`src/rtl/pfu_pkg.sv`:
```
package pfu_pkg;

    // Number of bytes a completing read deposits in the queue.
    typedef enum logic [1:0] {
        PUSH_NONE = 2'd0,
        PUSH_ONE  = 2'd1,
        PUSH_TWO  = 2'd2
    } push_e;

endpackage

```
`src/rtl/pfu_addr_gen.sv`:
```
module pfu_addr_gen #(
    parameter int SEG_W = 16,
    parameter int OFF_W = 16,
    parameter int SHIFT = 4,
    parameter int PA_W  = SEG_W + SHIFT
) (
    input  logic [SEG_W-1:0] seg_i,
    input  logic [OFF_W-1:0] off_i,
    output logic [PA_W-1:0]  phys_o
);

    logic [PA_W-1:0] base_ext;
    logic [PA_W-1:0] off_ext;

    // The carry out of the top bit is dropped, so addresses wrap.
    always_comb begin
        base_ext = {seg_i, {SHIFT{1'b0}}};
        off_ext  = PA_W'(off_i);
        phys_o   = base_ext + off_ext;
    end

endmodule

```
`src/rtl/pfu_byte_fifo.sv`:
```
module pfu_byte_fifo
    import pfu_pkg::*;
#(
    parameter int DEPTH = 6,
    parameter int W     = 8,
    parameter int CNT_W = $clog2(DEPTH + 1)
) (
    input  logic             clk,
    input  logic             rst_n,
    input  logic             flush_i,
    input  push_e            push_i,
    input  logic [W-1:0]     din0_i,
    input  logic [W-1:0]     din1_i,
    input  logic             pop_i,
    output logic             valid_o,
    output logic [W-1:0]     dout_o,
    output logic [CNT_W-1:0] count_o
);

    localparam int PTR_W = $clog2(DEPTH);

    typedef struct packed {
        logic [DEPTH-1:0][W-1:0] mem;
        logic [PTR_W-1:0]        rd;
        logic [PTR_W-1:0]        wr;
        logic [CNT_W-1:0]        cnt;
    } fifo_s;

    fifo_s fifo_d, fifo_q;

    function automatic logic [PTR_W-1:0] ptr_inc(input logic [PTR_W-1:0] p);
        if (p == PTR_W'(DEPTH - 1)) return '0;
        return p + PTR_W'(1);
    endfunction

    logic             do_pop;
    logic [1:0]       npush;
    logic [PTR_W-1:0] wr_next1;

    always_comb begin
        fifo_d   = fifo_q;
        do_pop   = pop_i && (fifo_q.cnt != '0);
        npush    = push_i;
        wr_next1 = ptr_inc(fifo_q.wr);
        if (flush_i) begin
            fifo_d.rd  = '0;
            fifo_d.wr  = '0;
            fifo_d.cnt = '0;
        end else begin
            if (push_i != PUSH_NONE) begin
                fifo_d.mem[fifo_q.wr] = din0_i;
                fifo_d.wr = wr_next1;
            end
            if (push_i == PUSH_TWO) begin
                fifo_d.mem[wr_next1] = din1_i;
                fifo_d.wr = ptr_inc(wr_next1);
            end
            if (do_pop) begin
                fifo_d.rd = ptr_inc(fifo_q.rd);
            end
            fifo_d.cnt = fifo_q.cnt + CNT_W'(npush) - CNT_W'(do_pop);
        end
    end

    always_ff @(posedge clk) begin
        if (!rst_n) begin
            fifo_q <= '0;
        end else begin
            fifo_q <= fifo_d;
        end
    end

    always_comb begin
        valid_o = (fifo_q.cnt != '0);
        dout_o  = fifo_q.mem[fifo_q.rd];
        count_o = fifo_q.cnt;
    end

    // occupancy never exceeds the queue depth
    p_cnt_bound_r3: assert property (@(posedge clk) disable iff (!rst_n)
        int'(count_o) <= DEPTH);

    // a pop on an empty queue leaves it empty
    p_pop_empty_r10: assert property (@(posedge clk) disable iff (!rst_n)
        (!valid_o && pop_i && push_i == PUSH_NONE && !flush_i) |=> (count_o == '0));

    // simultaneous push and pop both count
    p_push_pop_r9: assert property (@(posedge clk) disable iff (!rst_n)
        (!flush_i && valid_o && pop_i && push_i != PUSH_NONE)
        |=> (int'(count_o) == int'($past(count_o)) + int'($past(npush)) - 1));

endmodule

```
`src/rtl/prefetch_unit.sv`:
```
module prefetch_unit
    import pfu_pkg::*;
#(
    parameter int              SEG_W     = 16,
    parameter int              OFF_W     = 16,
    parameter int              SHIFT     = 4,
    parameter int              BUS_W     = 16,
    parameter int              QDEPTH    = 6,
    parameter logic [15:0]     RESET_SEG = 16'hFFFF,
    parameter logic [15:0]     RESET_OFF = 16'h0000
) (
    input  logic                   clk,
    input  logic                   rst_n,
    input  logic                   redirect_i,
    input  logic [SEG_W-1:0]       redirect_seg_i,
    input  logic [OFF_W-1:0]       redirect_off_i,
    output logic                   mem_req_o,
    output logic [SEG_W+SHIFT-1:0] mem_addr_o,
    input  logic                   mem_ready_i,
    input  logic [BUS_W-1:0]       mem_rdata_i,
    output logic                   byte_valid_o,
    output logic [7:0]             byte_data_o,
    input  logic                   byte_pop_i
);

    localparam int PA_W  = SEG_W + SHIFT;
    localparam int CNT_W = $clog2(QDEPTH + 1);
    localparam int BYTE_W = 8;

    typedef struct packed {
        logic [SEG_W-1:0] seg;
        logic [OFF_W-1:0] off;
        logic             busy;
        logic             stale;
        logic             single;
        logic [PA_W-1:0]  addr;
    } fetch_s;

    fetch_s st_d, st_q;

    logic [PA_W-1:0]   phys_w;
    logic [CNT_W-1:0]  q_count;
    push_e             push_w;
    logic [BYTE_W-1:0] din0_w;
    logic [BYTE_W-1:0] din1_w;
    logic              accept_w;
    logic              room_w;

    pfu_addr_gen #(
        .SEG_W (SEG_W),
        .OFF_W (OFF_W),
        .SHIFT (SHIFT),
        .PA_W  (PA_W)
    ) u_agen (
        .seg_i  (st_q.seg),
        .off_i  (st_q.off),
        .phys_o (phys_w)
    );

    always_comb begin
        st_d     = st_q;
        push_w   = PUSH_NONE;
        accept_w = st_q.busy && mem_ready_i;
        room_w   = int'(q_count) <= QDEPTH - 2;
        din0_w   = st_q.single ? mem_rdata_i[BUS_W-1 -: BYTE_W] : mem_rdata_i[BYTE_W-1:0];
        din1_w   = mem_rdata_i[BUS_W-1 -: BYTE_W];

        if (accept_w) begin
            st_d.busy  = 1'b0;
            st_d.stale = 1'b0;
            if (!st_q.stale && !redirect_i) begin
                push_w   = st_q.single ? PUSH_ONE : PUSH_TWO;
                st_d.off = st_q.off + (st_q.single ? OFF_W'(1) : OFF_W'(2));
            end
        end

        if (redirect_i) begin
            st_d.seg   = redirect_seg_i;
            st_d.off   = redirect_off_i;
            st_d.stale = st_q.busy && !accept_w;
        end else if (!st_q.busy && room_w) begin
            st_d.busy   = 1'b1;
            st_d.addr   = phys_w;
            st_d.single = st_q.off[0];
        end
    end

    always_ff @(posedge clk) begin
        if (!rst_n) begin
            st_q        <= '0;
            st_q.seg    <= SEG_W'(RESET_SEG);
            st_q.off    <= OFF_W'(RESET_OFF);
        end else begin
            st_q <= st_d;
        end
    end

    pfu_byte_fifo #(
        .DEPTH (QDEPTH),
        .W     (BYTE_W),
        .CNT_W (CNT_W)
    ) u_queue (
        .clk     (clk),
        .rst_n   (rst_n),
        .flush_i (redirect_i),
        .push_i  (push_w),
        .din0_i  (din0_w),
        .din1_i  (din1_w),
        .pop_i   (byte_pop_i),
        .valid_o (byte_valid_o),
        .dout_o  (byte_data_o),
        .count_o (q_count)
    );

    always_comb begin
        mem_req_o  = st_q.busy;
        mem_addr_o = st_q.addr;
    end

    // request and address held until the memory is ready
    p_req_hold_r7: assert property (@(posedge clk) disable iff (!rst_n)
        (mem_req_o && !mem_ready_i) |=> (mem_req_o && $stable(mem_addr_o)));

    // a redirect leaves the queue empty in the next cycle
    p_flush_r8: assert property (@(posedge clk) disable iff (!rst_n)
        redirect_i |=> !byte_valid_o);

    // a read starts only with two or more free entries
    p_issue_room_r5: assert property (@(posedge clk) disable iff (!rst_n)
        $rose(mem_req_o) |-> (int'(q_count) <= QDEPTH - 2));

endmodule

```
`config.mk`:
```
export PLATFORM = sky130hd
export DESIGN_NAME = prefetch_unit
export DESIGN_NICKNAME = d
export VERILOG_FILES = /design/src/rtl/pfu_pkg.sv /design/src/rtl/pfu_addr_gen.sv /design/src/rtl/pfu_byte_fifo.sv /design/src/rtl/prefetch_unit.sv
export SDC_FILE = /design/constraint.sdc
export NUM_CORES = 1
export LEC_CHECK = 0
export BUFFER_PORTS_ARGS = -buffer_cell sky130_fd_sc_hd__buf_2
export CAP_MARGIN = 10
export CORE_UTILIZATION = 58
export CTS_CLUSTER_DIAMETER = 40
export CTS_CLUSTER_SIZE = 28
export DETAILED_ROUTE_END_ITERATION = 8
export PLACE_DENSITY_LB_ADDON = 0.3
export SLEW_MARGIN = 15
export SYNTH_ARGS = -nofsm -noshare
export SYNTH_HDL_FRONTEND = slang
export SYNTH_SLANG_ARGS = --single-unit
```
`constraint.sdc`:
```
create_clock -name clk -period 3.31 [get_ports clk]
set_clock_uncertainty 0.2 [all_clocks]
set_input_delay 0.331 -clock clk [delete_from_list [all_inputs] [get_ports clk]]
set_output_delay 0.331 -clock clk [all_outputs]
set_load 0.01 [all_outputs]
```
# --- After elaboration in Yosys (flattened, before gate mapping) ---
# Index checks and enable logic that the tools add are counted.
word_totals:
  register_bits: 112
  latch_bits: 0
  ramBits: 0
  romBits: 0
  inputBits: 53
  out_inout_bits: 30
  wordCells: 90
  mem_count: 0
op_classes:
  addsub: 7
  n_mul: 0
  n_div: 0
  magnitude_cmp: 6
  n_eq_ne: 4
  shifts: 0
  mux: 37
  bitwise_logic: 2
  n_reduce_logical: 19
op_table:
  columns: ["op", "count"]
  rows:
  - ["48-bit 2-to-1 mux", 3]
  - ["48-bit bitwise mux", 2]
  - ["8-bit demux with 3-bit select", 2]
  - ["16-bit 2-to-1 mux", 2]
  - ["8-bit 2-to-1 mux", 4]
  - ["8-bit binary-select mux with 3-bit select", 1]
  - ["3-bit 2-to-1 mux", 8]
  - ["20-bit by 16-bit adder with 20-bit output", 1]
  - ["18-bit 2-to-1 mux", 1]
  - ["16-bit by 2-bit adder with 16-bit output", 1]
  - ["3-bit by 4-bit less-than comparator with 1-bit output (second input constant)", 3]
  - ["1-bit 2-to-1 mux", 10]
  - ["3-bit by 1-bit adder with 3-bit output (second input constant)", 3]
  - ["3-bit == test (second input constant)", 3]
  - ["2-bit 2-to-1 mux", 4]
  - ["2-bit nonzero test", 4]
  - ["1-bit logical AND", 7]
  - ["3-bit by 1-bit greater-or-equal comparator with 1-bit output (second input constant)", 2]
  - ["1-bit logical NOT", 4]
  - ["2-bit AND reduction", 2]
  - ["3-bit by 2-bit adder with 3-bit output", 1]
  - ["3-bit less-or-equal comparator (second input constant)", 1]
  - ["3-bit nonzero test", 1]
  - ["3-bit by 1-bit subtractor with 3-bit output", 1]
  - ["other kinds (3)", 4]

# --- Logic depth before layout (Yosys ltp) ---
# Gate-level depths: netlist of run 1.
logic_depth:
  depth_word: 9
  depth_mapped: 9
  depth_no_buf: 8

# --- Modules after synthesis ---
# Synthesis of run 1 repeated with hierarchy kept, for this count alone.
hier_totals:
  cells_unflattened: 816
  area_unflattened_um2: 6781.5
modules_own_cells:
  columns: ["mod", "n_inst", "cells_each", "area_per_inst_um2", "seq_area_each_um2"]
  rows:
  - ["pfu_byte_fifo", 1, 415, 3390.8, 1141.1]
  - ["prefetch_unit", 1, 293, 2570.0, 1101.1]
  - ["pfu_addr_gen", 1, 108, 820.8, 0.0]

# --- Worst setup path after synthesis of run 1 ---
# No wires, ideal clock.
synth_timing:
  path_kind: "flip-flop to flip-flop"
  from: "register st_q[27] in the netlist's numbering"
  to: "register st_q, in the netlist mem_addr_o[18]"
  setup_ns: 0.124
  arrival_time_ns: 1.973
  required_time_ns: 2.986
  setup_slack_ns: 1.012
  path_stages_with_launch: 8
  n_path_buf: 0
  synth_period_minus_slack_ns: 2.298
  cell_sequence: "dfxtp_1 ha_1 fa_1 a21o_1 a221oi_1 o31a_1 or4_1 nand3_1"
synth_via:
  elab_chain_len: 1
synth_lines:
  columns: ["item", "line", "rtl"]
  rows:
  - ["start, declared", "prefetch_unit.sv:39", "fetch_s st_d, st_q;"]
  - ["start signal, assigned", "prefetch_unit.sv:94", "st_q <= st_d;"]
  - ["20-bit by 16-bit adder with 20-bit output", "pfu_addr_gen.sv:19", "phys_o = base_ext + off_ext;"]
# No other way between the ends.
# A chain may end at the register's enable or synchronous reset.

# --- Final worst setup path of run 1 ---
layout_timing:
  from: "input mem_ready_i"
  to: "register u_queue.fifo_q[24] in the netlist's numbering"
layout_via:
  elab_chain_len: 7
  elab_cells_between_ends: 8
  cone_classes: "1 x eq/ne; 5 x mux; 2 x reduce/logical"
layout_lines:
  columns: ["item", "line", "rtl"]
  rows:
  - ["start, declared", "prefetch_unit.sv:19", "input logic mem_ready_i,"]
  - ["1-bit logical AND (*)", "prefetch_unit.sv:63", "accept_w = st_q.busy && mem_ready_i;"]
  - ["2-bit 2-to-1 mux (*)", "prefetch_unit.sv:68", "if (accept_w) begin"]
  - ["2-bit nonzero test", "pfu_byte_fifo.sv:50", "if (push_i != PUSH_NONE) begin"]
  - ["48-bit 2-to-1 mux", "pfu_byte_fifo.sv:50", null]
  - ["48-bit 2-to-1 mux", "pfu_byte_fifo.sv:45", "if (flush_i) begin"]
  - ["48-bit bitwise mux", "pfu_byte_fifo.sv:55", "fifo_d.mem[wr_next1] = din1_i;"]
  - ["48-bit 2-to-1 mux (*)", "pfu_byte_fifo.sv:54", "if (push_i == PUSH_TWO) begin"]
  - ["end signal, assigned", "pfu_byte_fifo.sv:69", "fifo_q <= fifo_d;"]
  - ["end, declared", "pfu_byte_fifo.sv:29", "fifo_s fifo_d, fifo_q;"]
# Every way passes the cells marked *; elsewhere a longest branch is shown, timed or not. The select of a mux whose other input is x is not followed.

==> metrics.cfg, run 1 <==
[clock_tree]
clock_latency_ns=0.37
root_buffer=clkbuf_8
htree_levels=3
post_cts_buffers=0
cts_tree=built
cts_buffers=9
cts.sinks=111
clk_pin_slew_ns=0.10
clockBufferDepth=2

[cells_and_area]
drive_above_1_share_pct=18.5
area_delta_synth_final_pct=12.0
multiInputGateArea_mm2=0.00332
nFillCells=786
finalInstanceArea_mm2=0.00666
diodes=0
final_core_util_pct=67.6
finalNetCount=820
regArea_mm2=0.00222
instances_no_fill=884

[placement]
place_hpwl_mm=10.8
place_inst=850
detailed_place.area_mm2=0.00629
numPortBuffers=82
gp_congestion=0.883
post-place-ws_ns=0.703

[floorplanning]
dieArea_mm2=0.0107
fp.dieW_um=103
num_io_pins=83
initial_core_util_pct=60.3
core_mm2=0.00986
die_h_um=103
rows=36

[global_route]
overflow=0
grt_pass1_wl_mm=25.0
grt_use_total_pct=30.4
antenna_found_initial=0
grt_pass1_vias=5192
grt_max_degree=39

[critical_path]
rr_endpoint=mem_addr_o[18]$_SDFFE_PN0P_
critPathLaunchType=input pin
arrival_ns=2.94
ff2ff_setup_slack_ns=0.58
path_class=in2reg
endpoint_kind=flop
r2r_cells=7
cp_data_required_time_ns=3.43
crit_fanout=11
r2r_start=st_q[27]$_SDFFE_PN0P_

[logic_synthesis]
synth-edff-count=0
async_flop_share_pct=0
syn_area_mm2=0.00595
synth_ff_type=dfxtp_1
syn_avg_cell_area_um2=8.69
yosysWarnings=0
synth_cells=685
synth_seq_cells=111
yosys.cell_types.count=62
synth_fp_nets=758
seq_area_frac_synth_pct=37.4

[routing]
vias_per_cell=6.21
firstDrtPassIters=6
vias=5493
drc=0
wl_mm=15.6
wl_per_cell_um=17.7
antenna_left=0
drtIter0Drc=373

[timing]
hold_viol=0
slew-limit-headroom_pct=41.6
fmaxAchievable_mhz=354
layout_min_cycle_time_ns=2.82
tightest_slew_ns=0.874
drv_slew=0
setup_viol=0
fin_crit_sh_pct=85.3
fin_tns_setup_ns=0
rsz0062_at_grt=false
finalWorstSetupSlack_ns=0.486

[worst_hold_path]
hold_end=st_q[39]$_SDFFE_PN1P_
hold_depth=3
min_from=redirect_seg_i[0]
hold_class=in2reg

[pwr]
leakagePower_nw=2.62
powerDensity_mw_per_mm2=411
vdd_drop_max_v=0.000266

[run]
cap_violations=0

[outcome]
status=complete, no violations

kinds of logic (layout without fill, tap and decap cells):
group,count (synthesis),after routing,synth area share (%)
xor+xnor,25,25,3.68
flops,111,111,37.4
mux,46,46,9.53
buf+inv,85,151,6.88
fa+ha+maj,20,20,4.58
compound gates,180,180,20.4
simple gates,218,218,17.6
cell type report:
cell class                      count  share of cell area [%]
Sequential cell                   111                    33.3
Multi-Input combinational cell    489                    49.8
Clock buffer                       13                    2.53
Inverter                           24                    1.35
Timing Repair Buffer              112                    10.3
Tap cell                          133                    2.50
Clock inverter                      2                   0.225
layer usage:
layer | up-vias | global-route usage, % | share of wire [%]
met4 | 0 | 13.0 | 2.6
met1 | 2589 | 40.2 | 42
met3 | 38 | 6.99 | 9.2
li1 | 2586 | - | -
met2 | 280 | 47.8 | 46
met5 | - | 0 | 0
worst max path at each step:
stage | to | start | slack [ns] | depth (start not counted)
finish | u_queue.fifo_q[24]$_SDFFE_PN0N_ | mem_ready_i | 0.49 | 7
global route | u_queue.fifo_q[24]$_SDFFE_PN0N_ | mem_ready_i | 0.45 | 7
detailed placement | mem_addr_o[18]$_SDFFE_PN0P_ | st_q[27]$_SDFFE_PN0P_ | 0.70 | 7
global placement | mem_addr_o[18]$_SDFFE_PN0P_ | st_q[27]$_SDFFE_PN0P_ | 0.73 | 7
floorplan | mem_addr_o[18]$_SDFFE_PN0P_ | st_q[27]$_SDFFE_PN0P_ | 1.01 | 7
CTS | u_queue.fifo_q[31]$_SDFFE_PN0N_ | mem_ready_i | 0.64 | 7
critical path: stages:
cell and delay [ns]:
dlygate4sd3_1 0.52, buf_2 0.15, and3b_1 0.45, nand3b_2 0.42, nor2_1 0.76, o22ai_1 0.19, nor2_1 0.12
repair_timing:
item / CTS / global route
hold buffers: 19 / 0
resized for setup: 0 / 0
endpoints found under the hold margin: 19 / 0
cell usage in the layout, fill, tap and decap left out, types with 3 or more instances in the layout:
cell           count
dfxtp_1          111
buf_2             82
nand2_1           72
nor2_1            64
a21oi_1           50
mux2i_1           33
o22ai_1           25
o21ai_0           23
inv_1             23
dlygate4sd3_1     19
xnor2_1           17
nand3_1           17
ha_1              17
nor3_1            13
a211oi_1          12
clkbuf_8          12
a22oi_1           11
buf_4             11
o221a_2            9
o211ai_1           9
nand2b_1           9
xor2_1             8
a221o_1            8
mux4_2             8
nand4_1            7
o211a_1            6
and3_1             5
o21a_1             5
nor4_1             5
mux2_2             5
a31oi_1            4
a21o_1             4
o31ai_1            3
or3_1              3
fa_1               3
where the power goes:
group | internal (mW) | switching (mW)
logic | 0.225 | 0.291
clock network | 0.333 | 0.443
registers | 1.40 | 0.0497
Yosys cell counts (all sizes together), types with 3 or more instances:
| library cell | n | area share, % |
|---|---|---|
| a21o | 4 | 0.50 |
| mux2 | 5 | 0.95 |
| mux2i | 33 | 5.6 |
| nor4 | 5 | 0.53 |
| a31oi | 4 | 0.42 |
| o22ai | 25 | 2.6 |
| o21ai | 23 | 1.9 |
| fa | 3 | 1.0 |
| o31ai | 3 | 0.38 |
| nor3 | 15 | 1.4 |
| or3 | 3 | 0.32 |
| clkbuf | 26 | 1.6 |
| o211a | 6 | 1.0 |
| buf | 35 | 3.7 |
| nor2 | 66 | 4.3 |
| o211ai | 9 | 1.1 |
| o21a | 5 | 0.63 |
| a211oi | 12 | 1.5 |
| nand2b | 9 | 0.95 |
| dfxtp | 111 | 37 |
| nand4 | 7 | 0.74 |
| a221o | 8 | 1.3 |
| ha | 17 | 3.6 |
| a21oi | 50 | 4.2 |
| xor2 | 8 | 1.2 |
| and3 | 5 | 0.53 |
| mux4 | 8 | 3.0 |
| nand2 | 72 | 4.5 |
| a22oi | 11 | 1.4 |
| inv | 23 | 1.5 |
| xnor2 | 17 | 2.5 |
| nand3 | 19 | 1.9 |
| o221a | 9 | 1.7 |
state kept, by name, indices dropped and copies added (netlist names):
signal           count
u_queue.fifo_q      54
st_q                33
mem_addr_o          20
u_queue.count_o      3
mem_req_o            1
metrics by stage:
| stage | power [mW] | hold WS [ns] |
|---|---|---|
| floorplan | 1.84 | 0.230 |
| global placement | 1.95 | 0.240 |
| detailed placement | 1.97 | 0.245 |
| CTS | 2.74 | 0.00892 |
| global route | 2.87 | 0.00530 |
| finish | 2.74 | 0.0112 |
Note: power is estimated with default switching activity, not from simulation.
==> run 2, diff against run 1 <==
- CORE_UTILIZATION: 58 -> 30
==> metrics.cfg, run 2 (synthesized netlist as in run 1, its figures left out) <==
[critical_path]
cp_data_required_time_ns=3.36  ; was 3.43 ns
arrival_ns=2.63  ; was 2.94 ns
critPathLaunchType=flop  ; was input pin
crit_fanout=4  ; was 11
cp_top_family=compound AO/OA/AOI/OAI gates  ; was simple AND/OR/NAND/NOR gates
path_class=reg2reg  ; was in2reg
crit_path_max_incr_delay_ns=0.58  ; was 0.76 ns
crit_chain=ha_1, fa_1, a21o_1, a221oi_1, o31a_1, or4_1, nand3_1  ; was dlygate4sd3_1, buf_2, and3b_1, nand3b_2, nor2_1, o22ai_1, nor2_1
crit_buf_inv=0  ; was 2
endpoint_kind=flop  ; unchanged
critPathSlowestCell=a221oi_1  ; was nor2_1

[timing]
tightest_slew_ns=0.907  ; was 0.874 ns
fin_crit_sh_pct=78.2  ; was 85.3%
layout_min_cycle_time_ns=2.59  ; was 2.82 ns
slew-limit-headroom_pct=39.6  ; was 41.6%
setup_viol=0  ; unchanged
fmaxAchievable_mhz=387  ; was 354 MHz
rsz0062_at_grt=false  ; unchanged
hold_viol=0  ; unchanged
fin_tns_setup_ns=0  ; unchanged
drv_slew=0  ; unchanged

[global_route]
use_met3_pct=3.42  ; was 6.99%
overflow=0  ; unchanged
antenna_found_initial=0  ; unchanged
grt_pass1_wl_mm=26.7  ; was 25.0 mm
top_usage_layer=met2  ; unchanged
grt_max_degree=39  ; unchanged
gr-usage-met1_pct=21.9  ; was 40.2%
grt_use_total_pct=17.2  ; was 30.4%
grt_pass1_vias=4888  ; was 5192
grt_use_met2_pct=29.6  ; was 47.8%

[clock_tree]
clk_pin_slew_ns=0.07  ; was 0.10 ns
clockBufferDepth=2  ; unchanged
cts_resized=0  ; unchanged
cts.sinks=111  ; unchanged
htree_levels=3  ; unchanged
root_buffer=clkbuf_16  ; was clkbuf_8
cts_buffers=9  ; unchanged
cts_tree=built  ; unchanged
clock_latency_ns=0.36  ; was 0.37 ns

[cells_and_area]
final_cell_mix=dfxtp_1 (111), buf_2 (82), nand2_1 (72), nor2_1 (64), a21oi_1 (50)  ; unchanged
layout_commonest_cell=dfxtp_1  ; unchanged
finalInstanceArea_mm2=0.00692  ; was 0.00666 mm^2
nFillCells=2029  ; was 786
largest_register_ffs=54  ; unchanged
finalNetCount=818  ; was 820
area_delta_synth_final_pct=16.4  ; was 12.0%
diodes=0  ; unchanged
drive_above_1_share_pct=19.2  ; was 18.5%
regArea_mm2=0.00222  ; unchanged
regMostFlops=u_queue.fifo_q  ; unchanged
multiInputGateArea_mm2=0.00332  ; unchanged

[routing]
firstDrtPassIters=5  ; was 6
vias_per_cell=5.07  ; was 6.21
drtIter0Drc=332  ; was 373
antenna_left=0  ; unchanged
wl_per_cell_um=16.8  ; was 17.7 um
vias=5141  ; was 5493
drc=0  ; unchanged
wl_mm=17.0  ; was 15.6 mm

[floorplanning]
initial_core_util_pct=30.6  ; was 60.3%
dieArea_mm2=0.0204  ; was 0.0107 mm^2
num_io_pins=83  ; unchanged
die_h_um=143  ; was 103 um
fp.dieW_um=143  ; was 103 um
core_mm2=0.0195  ; was 0.00986 mm^2
rows=51  ; was 36

[placement]
gp_congestion=0.844  ; was 0.883
detailed_place.area_mm2=0.00648  ; was 0.00629 mm^2
numPortBuffers=82  ; unchanged
place_hpwl_mm=12.0  ; was 10.8 mm

[run]
cap_violations=0  ; unchanged

[worst_hold_path]
hold_class=in2reg  ; unchanged

[outcome]
status=complete, no violations  ; unchanged

[pwr]
vdd_drop_max_v=0.000337  ; was 0.000266 V
leakagePower_nw=2.67  ; was 2.62 nW
powerDensity_mw_per_mm2=448  ; was 411 mW/mm^2

[run 2: changes by cell type in the layout (fill, tap and decap cells not counted)]
cell           delta
clkbuf_8         -12
clkbuf_1          -1
clkbuf_16         +9
bufinv_16         +1
buf_4             +3
clkinv_4          +2
inv_6             +2
dlygate4sd3_1     -5
[run 2: tightest hold or removal path: cells and delay by family]
kind / cells / cell delay, ns
buffers and inverters: 1 / 0.09
multiplexers: 1 / 0.06
AND/OR/NAND/NOR: 1 / 0.06
[run 2: through the flow]
step	setup WS, ns	hold WS (ns)	cells	util [%]	power (mW)
after floorplan	1.01	0.230	685	-	1.84
final	0.723	0.0111	1015	35.6	3.10
after global routing	0.519	0.0306	1015	35.6	3.24
after CTS	0.720	0.00960	1015	35.6	3.12
after global placement	0.771	0.244	985	33.3	1.99
after detailed placement	0.739	0.247	985	33.3	1.99
[run 2: cell type report]
type,instances,share of cell area [%]
Clock inverter,7,1.16
Sequential cell,111,32.1
Inverter,24,1.30
Clock buffer,9,3.25
Tap cell,265,4.79
Timing Repair Buffer,110,9.47
Multi-Input combinational cell,489,47.9
[run 2: where the power goes]
group	internal [mW]	switching, mW
Clock	0.596	0.533
Sequential	1.40	0.0561
Combinational	0.224	0.292
[run 2: path summary, 6_finish.rpt]
| path | from | end | slack, ns | cells after the start |
|---|---|---|---|---|
| worst max-delay path | st_q[27]$_SDFFE_PN0P_ | mem_addr_o[18]$_SDFFE_PN0P_ | 0.72 | 7 |
| worst min-delay path | redirect_seg_i[15] | st_q[54]$_SDFFE_PN1P_ | 0.01 | 3 |
| worst max register to register | st_q[27]$_SDFFE_PN0P_ | mem_addr_o[18]$_SDFFE_PN0P_ | 0.72 | 7 |
| worst min register to register | mem_addr_o[7]$_SDFFE_PN0P_ | mem_addr_o[7]$_SDFFE_PN0P_ | 0.26 | 2 |
[run 2: what timing repair did]
action | CTS | global route
setup endpoints to repair | 0 | 0
setup buffers | 0 | 0
endpoints found under the hold margin | 14 | 0
hold buffers | 14 | 0
[run 2: metal layers]
| layer | vias up | share of wire [%] | wire length (um) |
|---|---|---|---|
| li1 | 2590 | - | - |
| met1 | 2384 | 46 | 7870 |
| met2 | 146 | 48 | 8160 |
| met3 | 21 | 4.3 | 734 |
| met4 | 0 | 1.4 | 246 |
| met5 | - | 0 | 0 |
==> run 3, diff against run 2 <==
- clock period: 3.31 -> 2.4 ns (I/O delays scaled with it)
==> metrics.cfg, run 3 (synthesized netlist as in run 1, its figures left out) <==
[outcome]
status=complete, no violations  ; unchanged

[timing]
slew-limit-headroom_pct=53.9  ; was 39.6%
tightest_slew_ns=0.688  ; was 0.907 ns
layout_min_cycle_time_ns=2.28
rsz0062_at_grt=false  ; unchanged
hold_viol=0  ; unchanged
fin_tns_setup_ns=0  ; unchanged
fmaxAchievable_mhz=438
drv_slew=0  ; unchanged
setup_viol=0  ; unchanged
fin_crit_sh_pct=95.2
holdWs_ns=0.0148  ; was 0.0111 ns

[critical_path]
endpoint_kind=flop  ; unchanged
rr_endpoint=mem_addr_o[18]$_SDFFE_PN0P_  ; unchanged
r2r_cells=8  ; was 7
critPathLaunchType=input pin  ; was flop
r2r_start=st_q[39]$_SDFFE_PN1P_  ; was st_q[27]$_SDFFE_PN0P_
crit_fanout=6  ; was 4
cp_data_required_time_ns=2.45  ; was 3.36 ns
ff2ff_setup_slack_ns=0.12  ; was 0.72 ns
path_class=in2reg  ; was reg2reg
arrival_ns=2.33  ; was 2.63 ns

[worst_hold_path]
hold_class=in2reg  ; unchanged
hold_end=u_queue.fifo_q[28]$_SDFFE_PN0N_  ; was st_q[54]$_SDFFE_PN1P_
min_from=mem_rdata_i[11]  ; was redirect_seg_i[15]
hold_depth=2  ; was 3

[routing]
vias_per_cell=5.03  ; was 5.07
drc=0  ; unchanged
drtIter0Drc=348  ; was 332
antenna_left=0  ; unchanged
wl_per_cell_um=16.6  ; was 16.8 um
wl_mm=17.7  ; was 17.0 mm
vias=5362  ; was 5141
firstDrtPassIters=4  ; was 5

[floorplanning]
fp.dieW_um=143  ; unchanged
die_h_um=143  ; unchanged
num_io_pins=83  ; unchanged
rows=51  ; unchanged
initial_core_util_pct=30.6  ; unchanged
core_mm2=0.0195  ; unchanged
dieArea_mm2=0.0204  ; unchanged

[pwr]
powerDensity_mw_per_mm2=590  ; was 448 mW/mm^2
leakagePower_nw=2.91  ; was 2.67 nW
total_power_mw=4.36  ; was 3.10 mW
vdd_drop_max_v=0.000358  ; was 0.000337 V

[placement]
place_hpwl_mm=12.6  ; was 12.0 mm
place_inst=1011  ; was 985
numPortBuffers=82  ; unchanged
gp_congestion=0.836  ; was 0.844
detailed_place.area_mm2=0.00667  ; was 0.00648 mm^2

[global_route]
gr-usage-met1_pct=23.5  ; was 21.9%
overflow=0  ; unchanged
grt_max_degree=32  ; was 39
grt_pass1_wl_mm=27.9  ; was 26.7 mm
grt_pass1_vias=5027  ; was 4888
top_usage_layer=met2  ; unchanged
use_met3_pct=3.25  ; was 3.42%
antenna_found_initial=0  ; unchanged
grt_use_total_pct=17.9  ; was 17.2%
grt_use_met2_pct=30.2  ; was 29.6%

[cells_and_area]
final_cell_mix=dfxtp_1 (111), buf_2 (81), nand2_1 (72), nor2_1 (64), a21oi_1 (50)  ; was dfxtp_1 (111), buf_2 (82), nand2_1 (72), nor2_1 (64), a21oi_1 (50)
area_delta_synth_final_pct=24.2  ; was 16.4%
largest_register_ffs=54  ; unchanged
drive_above_1_share_pct=21.7  ; was 19.2%
instances_no_fill=1067  ; was 1015
regMostFlops=u_queue.fifo_q  ; unchanged
finalNetCount=870  ; was 818
diodes=0  ; unchanged
finalInstanceArea_mm2=0.00739  ; was 0.00692 mm^2
layout_commonest_cell=dfxtp_1  ; unchanged
nFillCells=2015  ; was 2029

[clock_tree]
cts.sinks=111  ; unchanged
cts_buffers=9  ; unchanged
clk_pin_slew_ns=0.07  ; about the same
htree_levels=3  ; unchanged
clockBufferDepth=2  ; unchanged
clock_latency_ns=0.36  ; about the same
cts_tree=built  ; unchanged
root_buffer=clkbuf_16  ; unchanged

[run]
cap_violations=0  ; unchanged

==> run 3: changes by cell type in the layout (fill, tap and decap cells not counted) <==
cell           before  now
buf_4              14   42
dlygate4sd3_1      14   38
fa_1                3    1
fa_2                0    2
buf_2              82   81
buf_6               0    1
clkbuf_1            0    1
clkinv_4            2    1
clkinvlp_4          2    1
inv_8               0    1
o31ai_1             3    2
o31ai_2             0    1
==> run 3: report_power, final <==
group	switching, mW	internal [mW]
clock	0.750	0.829
combinational	0.426	0.360
sequential	0.0674	1.93
==> run 3: critical path, cell delays in order <==
cell,delay (ns)
dlygate4sd3_1,0.56
buf_6,0.12
and4bb_2,0.28
nand2_1,0.07
ha_1,0.27
inv_1,0.05
fa_2,0.37
xor2_1,0.15
xnor2_1,0.15
nor2_1,0.05
==> run 3: how the worst max path moves through the flow <==
stage / startpoint / to / slack (ns) / cells after the start
after detailed placement: st_q[27]$_SDFFE_PN0P_ / mem_addr_o[18]$_SDFFE_PN0P_ / 0.11 / 8
after floorplan: st_q[27]$_SDFFE_PN0P_ / mem_addr_o[18]$_SDFFE_PN0P_ / 0.10 / 7
after global placement: st_q[27]$_SDFFE_PN0P_ / mem_addr_o[18]$_SDFFE_PN0P_ / 0.13 / 8
after CTS: mem_ready_i / u_queue.count_o[2]$_SDFF_PP0_ / 0.007 / 10
final: mem_ready_i / u_queue.count_o[2]$_SDFF_PP0_ / 0.12 / 10
after global routing: st_q[27]$_SDFFE_PN0P_ / mem_addr_o[18]$_SDFFE_PN0P_ / 0.004 / 8
==> run 3: what timing repair did <==
action                     in CTS  in global routing
hold endpoints to repair       41                  0
setup endpoints to repair       0                  5
setup buffers                   0                  2
hold buffers                   38                  0
resized for setup               0                  5
==> run 3: routing by layer <==
layer / wire length, um / vias to the layer above
met5: 0 / -
met4: 223 / 0
met3: 815 / 17
met2: 8590 / 139
met1: 8040 / 2509
li1: - / 2697
==> run 3: area by class of cell <==
cell class | instances | area [um^2] | area share (%)
multi-input combinational | 489 | 3330 | 45.0
sequential | 111 | 2220 | 30.1
timing repair buffer | 162 | 1110 | 15.1
tap | 265 | 332 | 4.49
clock buffer | 10 | 229 | 3.10
inverter | 24 | 90.1 | 1.22
clock inverter | 6 | 75.1 | 1.02
==> run 3: through the flow <==
stage	setup slack [ns]	util, %
after floorplan	0.102	-
after global placement	0.125	34.3
after detailed placement	0.108	34.3
after CTS	0.00704	37.8
after global routing	0.00436	38.0
final	0.116	38.0
